### src/rtl/fwd_hazard_pkg.sv
package fwd_hazard_pkg;
   // Operand source codes
   localparam logic [1:0] SEL_RF  = 2'd0;
   localparam logic [1:0] SEL_IMM = 2'd1;
   localparam logic [1:0] SEL_EM  = 2'd2;
   localparam logic [1:0] SEL_MW  = 2'd3;

   // Opcode values (zero-extended to the opcode width)
   localparam int unsigned OPC_ADD   = 0;
   localparam int unsigned OPC_SUB   = 1;
   localparam int unsigned OPC_AND   = 2;
   localparam int unsigned OPC_OR    = 3;
   localparam int unsigned OPC_SLL   = 4;
   localparam int unsigned OPC_SRL   = 5;
   localparam int unsigned OPC_SRA   = 6;
   localparam int unsigned OPC_ADDI  = 7;
   localparam int unsigned OPC_LOAD  = 8;
   localparam int unsigned OPC_STORE = 9;
   localparam int unsigned OPC_BEQ   = 10;
   localparam int unsigned OPC_BNE   = 11;
   localparam int unsigned OPC_JUMP  = 12;

   typedef struct packed {
      logic a_is_reg;
      logic b_is_reg;
      logic is_store;
      logic is_cbranch;
   } src_class_t;
endpackage

### src/rtl/hz_src_decode.sv
module hz_src_decode
   import fwd_hazard_pkg::*;
#(
   parameter int unsigned OPC_W = 6
) (
   input  logic [OPC_W-1:0] opcode,
   output src_class_t       cls
);
   localparam int unsigned OPV_W = (OPC_W > 32) ? 32 : OPC_W;

   logic [31:0] opv;

   initial begin
      if (OPC_W < 4) $error("hz_src_decode: OPC_W must be at least 4");
   end

   always_comb begin
      opv            = 32'(opcode[OPV_W-1:0]);
      cls.is_cbranch = (opv == OPC_BEQ) || (opv == OPC_BNE);
      cls.a_is_reg   = !(cls.is_cbranch || (opv == OPC_JUMP));
      cls.b_is_reg   = (opv <= OPC_SRA);
      cls.is_store   = (opv == OPC_STORE);
   end
endmodule

### src/rtl/hz_idx_match.sv
module hz_idx_match #(
   parameter int unsigned IDX_W     = 5,
   parameter bit          SKIP_ZERO = 1'b1
) (
   input  logic [IDX_W-1:0] src,
   input  logic [IDX_W-1:0] dst,
   input  logic             flag,
   output logic             hit
);
   generate
      if (SKIP_ZERO) begin : g_zero_guard
         assign hit = flag && (src == dst) && (dst != '0);
      end else begin : g_plain
         assign hit = flag && (src == dst);
      end
   endgenerate
endmodule

### src/rtl/hz_opnd_sel.sv
module hz_opnd_sel
   import fwd_hazard_pkg::*;
#(
   parameter bit HAS_IMM = 1'b0
) (
   input  logic       is_reg,
   input  logic       hit_em,
   input  logic       hit_mw,
   output logic [1:0] sel
);
   logic [1:0] non_reg_code;

   generate
      if (HAS_IMM) begin : g_imm
         assign non_reg_code = SEL_IMM;
      end else begin : g_rf
         assign non_reg_code = SEL_RF;
      end
   endgenerate

   always_comb begin
      if (!is_reg)     sel = non_reg_code;
      else if (hit_em) sel = SEL_EM;   // younger result has priority
      else if (hit_mw) sel = SEL_MW;
      else             sel = SEL_RF;
   end
endmodule

### src/rtl/hz_stall_ctl.sv
module hz_stall_ctl (
   input  logic load_hit,
   input  logic is_cbranch,
   input  logic em_wr,
   input  logic em_load,
   output logic load_stall,
   output logic pc_we,
   output logic fetch_we,
   output logic inject_bubble
);
   logic branch_hold;
   logic hold;

   always_comb begin
      branch_hold   = is_cbranch && em_wr && !em_load;
      load_stall    = load_hit;
      hold          = load_hit || branch_hold;
      pc_we         = !hold;
      fetch_we      = !hold;
      inject_bubble = hold;
   end
endmodule

### src/rtl/fwd_hazard_unit.sv
module fwd_hazard_unit
   import fwd_hazard_pkg::*;
#(
   parameter int unsigned NUM_REGS  = 32,
   parameter int unsigned OPC_W     = 6,
   parameter bit          SKIP_ZERO = 1'b1,
   localparam int unsigned IDX_W    = $clog2(NUM_REGS)
) (
   input  logic [OPC_W-1:0] dec_opcode,
   input  logic [IDX_W-1:0] dec_src_a,
   input  logic [IDX_W-1:0] dec_src_b,
   input  logic [IDX_W-1:0] em_dst,
   input  logic             em_wr,
   input  logic             em_load,
   input  logic [IDX_W-1:0] mw_dst,
   input  logic             mw_wr,
   output logic [1:0]       alu_a_sel,
   output logic [1:0]       alu_b_sel,
   output logic             store_fwd,
   output logic             load_stall,
   output logic             pc_we,
   output logic             fetch_we,
   output logic             inject_bubble
);
   localparam int unsigned NUM_SRC = 2;

   initial begin
      if (NUM_REGS < 2 || (NUM_REGS & (NUM_REGS - 1)) != 0)
         $error("fwd_hazard_unit: NUM_REGS must be a power of two >= 2");
   end

   src_class_t cls;

   logic [IDX_W-1:0] src    [NUM_SRC];
   logic             is_reg [NUM_SRC];
   logic             hit_em [NUM_SRC];
   logic             hit_mw [NUM_SRC];
   logic             hit_ld [NUM_SRC];
   logic [1:0]       sel    [NUM_SRC];
   logic             load_hit;

   hz_src_decode #(.OPC_W(OPC_W)) u_dec (
      .opcode (dec_opcode),
      .cls    (cls)
   );

   assign src[0]    = dec_src_a;
   assign src[1]    = dec_src_b;
   assign is_reg[0] = cls.a_is_reg;
   assign is_reg[1] = cls.b_is_reg;

   generate
      for (genvar k = 0; k < NUM_SRC; k++) begin : g_src
         hz_idx_match #(.IDX_W(IDX_W), .SKIP_ZERO(SKIP_ZERO)) u_em (
            .src(src[k]), .dst(em_dst), .flag(em_wr), .hit(hit_em[k]));
         hz_idx_match #(.IDX_W(IDX_W), .SKIP_ZERO(SKIP_ZERO)) u_mw (
            .src(src[k]), .dst(mw_dst), .flag(mw_wr), .hit(hit_mw[k]));
         hz_idx_match #(.IDX_W(IDX_W), .SKIP_ZERO(SKIP_ZERO)) u_ld (
            .src(src[k]), .dst(em_dst), .flag(em_load), .hit(hit_ld[k]));
         hz_opnd_sel #(.HAS_IMM(k == 1)) u_sel (
            .is_reg (is_reg[k]),
            .hit_em (hit_em[k]),
            .hit_mw (hit_mw[k]),
            .sel    (sel[k])
         );
      end
   endgenerate

   assign load_hit  = (hit_ld[0] && is_reg[0]) ||
                      (hit_ld[1] && (is_reg[1] || cls.is_store));
   assign alu_a_sel = sel[0];
   assign alu_b_sel = sel[1];
   assign store_fwd = hit_em[1];

   hz_stall_ctl u_stall (
      .load_hit      (load_hit),
      .is_cbranch    (cls.is_cbranch),
      .em_wr         (em_wr),
      .em_load       (em_load),
      .load_stall    (load_stall),
      .pc_we         (pc_we),
      .fetch_we      (fetch_we),
      .inject_bubble (inject_bubble)
   );
endmodule

### config.mk
export PLATFORM = sky130hd
export DESIGN_NAME = fwd_hazard_unit
export DESIGN_NICKNAME = d
export VERILOG_FILES = /design/src/rtl/fwd_hazard_pkg.sv /design/src/rtl/hz_src_decode.sv /design/src/rtl/hz_idx_match.sv /design/src/rtl/hz_opnd_sel.sv /design/src/rtl/hz_stall_ctl.sv /design/src/rtl/fwd_hazard_unit.sv
export SDC_FILE = /design/constraint.sdc
export NUM_CORES = 1
export LEC_CHECK = 0
export ABC_AREA = 1
export BUFFER_PORTS_ARGS = -buffer_cell sky130_fd_sc_hd__buf_4
export CORE_AREA = 2 2 39 41
export DETAILED_ROUTE_END_ITERATION = 6
export DIE_AREA = 0 0 41 43
export PLACE_DENSITY = 0.77
export SLEW_MARGIN = 25
export SYNTH_ARGS = -nofsm -noshare
export SYNTH_HDL_FRONTEND = slang
export SYNTH_SLANG_ARGS = --single-unit
### constraint.sdc
create_clock -name vclk -period 2.8
set_input_delay 0.28 -clock vclk [all_inputs]
set_output_delay 0.28 -clock vclk [all_outputs]
set_load 0.005 [all_outputs]
* Word-level counts from Yosys, hierarchy flattened
Cells that the tools add are included.
** Cells by class
- Bitwise gates (word level) :: 0
- Reductions and logical operators :: 26
- Multipliers :: 0
- $lt $le $gt $ge :: 1
- Add/subtract/negate cells :: 0
- Multiplexer cells :: 6
- Equal/unequal tests :: 8
- Shift operators :: 0
- Div/mod/pow operators :: 0
** Operators with widths (count)
- == test 6 x 4 -> 1 bit, second input constant :: 4
- == test 5 bit :: 4
- logical AND 1 bit :: 16
- two-way mux 2 bit :: 6
- nonzero test 5 bit :: 2
- less-or-equal comparator 6 x 3 -> 1 bit, second input constant :: 1
- logical OR 1 bit :: 5
- zero test 1 bit :: 3
** Storage, ports and cells
- RAM bits :: 0
- Logic and storage cells :: 41
- Bits of input ports :: 29
- Bits in read-only memories :: 0
- Output and inout bits :: 9
- Latch bits :: 0
- Bits in registers :: 0
- Memories :: 0

* Logic depth before layout (Yosys ltp)
- Depth after elaboration :: 8
- Depth in mapped cells :: 9
- Gate-level depth less buffers :: 9

* Hierarchy
From an unflattened synthesis, not the netlist that was laid out.
** Second synthesis, totals
- Cell total of the unflattened synthesis :: 194
- Area total of the unflattened synthesis :: 813.3 um2
** Modules (own cells, without submodules)
- hz_idx_match :: area each 106.4 um2, sequential area each 0.0 um2, cells an instance 26, times used 6
- hz_src_decode :: area each 87.6 um2, sequential area each 0.0 um2, cells an instance 18, times used 1
- hz_stall_ctl :: area each 33.8 um2, sequential area each 0.0 um2, cells an instance 6, times used 1
- hz_opnd_sel (g_src[1].u_sel) :: area each 22.5 um2, sequential area each 0.0 um2, cells an instance 6, times used 1
- hz_opnd_sel (g_src[0].u_sel) :: area each 18.8 um2, sequential area each 0.0 um2, cells an instance 5, times used 1
- fwd_hazard_unit :: area each 12.5 um2, sequential area each 0.0 um2, cells an instance 3, times used 1

* Worst setup path before layout
OpenSTA, ideal clock, no wires.
- Path type :: in2out
- From :: in dec_opcode[5]
- To :: out pc_we
- Path slack :: 1.430 ns
- Stages :: 8
- Arrival :: 1.090 ns
- Path buffers :: 1
- Required time :: 2.520 ns
- Path through :: nor2_2 -> nand3_1 -> nand2_1 -> inv_2 -> nand2_1 -> nand2_2 -> a21oi_1 -> buf_4
** On the way
- Longest elaborated chain between the ends :: 8
- Elaborated cells between the ends (all ways) :: 16
- Classes of those cells :: order compare (1); eq/ne (4); reduce/logical (11)
** RTL lines
- from (decl) :: RTL line fwd_hazard_unit.sv:9 : input logic [OPC_W-1:0] dec_opcode,
- branches (longest 6 deep; another with less-or-equal comparator 6 x 3 -> 1 bit)
- logical OR 1 bit * :: RTL line hz_stall_ctl.sv:17 : hold = load_hit || branch_hold;
- zero test 1 bit *
- to (decl) :: RTL line fwd_hazard_unit.sv:21 : output logic pc_we,
Mark *: on every way between the ends.

* Final worst setup path
- From :: in dec_opcode[5]
- To :: out fetch_we
** On the way
- Longest elaborated chain between the ends :: 8
- Elaborated cells between the ends (all ways) :: 16
- Classes of those cells :: order compare (1); eq/ne (4); reduce/logical (11)
** RTL lines
- branches (longest 6 deep; another with less-or-equal comparator 6 x 3 -> 1 bit)
- logical OR 1 bit * :: RTL line hz_stall_ctl.sv:17
- zero test 1 bit * :: RTL line hz_stall_ctl.sv:19 : fetch_we = !hold;
- to (decl) :: RTL line fwd_hazard_unit.sv:22 : output logic fetch_we,
Marked as above.

==> impl_results.md <==
* Gpl congestion at 0.8576
* Port Buffers at 38
* Total grt overflow at 0
* Sw Ratio at 0.4711
* Crit share post-route at 0.5657
* DP Cell Count at 156
* Max Slew Vio Count at 0
* Routed length per instance at 9.237 µm
* Logic pwr share at 1.000
* Worst setup EP type: output pin
* Fin. Hold Viols at 0
* Post-route setup TNS at 0 ps
* Die area at 1763 µm²
* # DRC at 0
* Cts repair resizes at 0
* First-pass GRT wire length at 2270 µm
* # IOs at 38
* Main combinational cell family by area after synthesis: simple AND/OR/NAND/NOR gates
* Post-DRT Antenna Nets at 0
* Compound-cell area share of the yosys netlist at 0.08557
* Worst slack at placement at 1233 ps
* Initial antenna violation count at 0
* Crit Path Max Fanout at 4
* Synth Warn # at 0
* Avg Synthesized Cell Area at 4.968 µm²
* Sequential cell area at 0 µm²
* Die X at 41 µm
* Clock buffer count at 0
* Fin nets at 171
* RSZ-0062 raised after global routing: no
* Std-Cell Rows at 14
* Finished Cell Area at 809.5 µm²
* Commonest non-fill, non-tap cell in the layout: buf_4
* Die height at 43 µm
* Max Freq at 0.6313 GHz
* Sequential share of the synthesized area at 0
* Detailed Routing Iterations Pass 1 at 4
* Synth area leaders: nand2_1 (22%), xnor2_1 (14%), nand3_1 (11%)
* Mux cell area share after synthesis at 0
* Core ar. at 1384 µm²
* Placed cell area at 809.5 µm²
* Synth Area in XOR/XNOR at 0.1883
* Adder-cell share of the synthesized area at 0
* Worst hold path cell count at 4
* Worst VDD drop at 0.07747 mV
* Seq cells at 0
* Int Power at 54.75 µW
* Vias in the first global route at 612
* Worst slew pin tran at 243.2 ps
* Flop pwr share at 0
* Max incr delay on CP at 170 ps
* Vias per cell at 4.519
* CP arrival at 1300 ps
* Critical-path cell list: buf_4 > nor2_2 > nand3_1 > nand2_1 > inv_2 > nand2_1 > nand2_2 > a21oi_1 > buf_4
* Final HPWL DP at 1331 µm
* Worst min path class: input port to output pin
* Minimum clock period at 1584 ps
* Total track usage at 0.1728
* Cell Pwr Density at 127.9 nW/µm²
* Crit Path Category: input port to output pin
* Maxcap violations at 0
* Share of the synthesized area in the top cell type at 0.2200
* Max_slew headroom at 0.8366
* Cells after Synth at 103
* Status: complete, no violations
* Required time of the worst setup path at 2520 ps
* Final setup viols at 0
* Post-CTS Setup Bufs at 0
* Clock power frac at 0
* Area grow syn2layout at 58.19%
* # hold bufs at CTS at 0
* Routed Wire Length at 1441 µm
* Post-Syn Area at 511.7 µm²
* Worst setup margin at 1216 ps
* Non-filler cells in the finished layout at 156
* Leak Pwr at 0.0004638 µW
* Via count at 705
* Startpoint Class: input port
* Most frequent cells in the layout: buf_4 (38), nand2_1 (30), inv_1 (14), nor2_1 (11), nand3_1 (11)
* NetSw at 48.76 µW
* Area leader, netlist: nand2_1
* Synth unique cells at 18
* CP max-delay cell: a21oi_1
* Synthesized Nets at 132
* Share of cells above drive strength 1 at 0.3714
* Post-Synth Simple-Gate Area at 0.5868
* Initial DRC count at 13
* # diodes at 0
* Largest net degree at the start of global routing at 6
* Multi-input gate area at 440.4 µm²
* Initial cell density of the core at 0.3698
* Fillers at 142
## synth_stat cells
library cell,number
nand2_2,3
or2_2,2
nor3_1,2
xnor2_1,8
xor2_1,3
o22ai_1,1
inv_2,3
o211ai_1,2
o21bai_1,1
buf_4,1
nand4_1,1
nor2_2,6
a21oi_1,3
nand3_1,11
nand2b_1,1
nand2_1,30
inv_1,14
nor2_1,11
## routing by layer
metal,wire length (µm),GRT usage,vias to the layer above
li1,-,-,391
met1,673,0.2310,305
met2,739,0.3125,9
met3,29,0,0
met4,0,0,0
met5,0,0,-
## logic make-up (layout without fill, tap and decap cells)
| group | count (synthesis) | after routing |
|---|---|---|
| AND/OR/NAND/NOR | 67 | 67 |
| AO/OA/AOI/OAI | 7 | 7 |
| XOR/XNOR | 11 | 11 |
| buffers and inverters | 18 | 55 |
## worst max-delay path, delay by kind of cell
family | cells | cell delay (ps)
simple gates | 5 | 550
compound gates | 1 | 170
buf+inv | 3 | 290
## final timing paths
| path | startpoint | endpoint | slack, ps |
|---|---|---|---|
| max | dec_opcode[5] | fetch_we | 1220 |
| min | em_wr | inject_bubble | 860 |
## cell type report
class / count / share of cell area
tap: 16 / 0.02473
multi-input combinational: 85 / 0.5440
timing repair buffer: 38 / 0.3524
inverter: 17 / 0.07883
## through the flow
step | hold slack (ps) | power (µW) | util
floorplan | 675.6 | 50.12 | -
global placement | 863.1 | 101.6 | 0.5850
detailed placement | 864.7 | 103.5 | 0.5850
CTS | 864.3 | 103.8 | 0.5850
global route | 893.1 | 114.8 | 0.5850
finish | 862.1 | 103.5 | 0.5850
## power by group through the flow
stage               sequential, µW  clock (µW)  combinational, µW
floorplan                        0           0               50.1
global placement                 0           0                102
detailed placement               0           0                104
CTS                              0           0                104
global route                     0           0                115
finish                           0           0                104
Power figures use the tool's default switching activity.
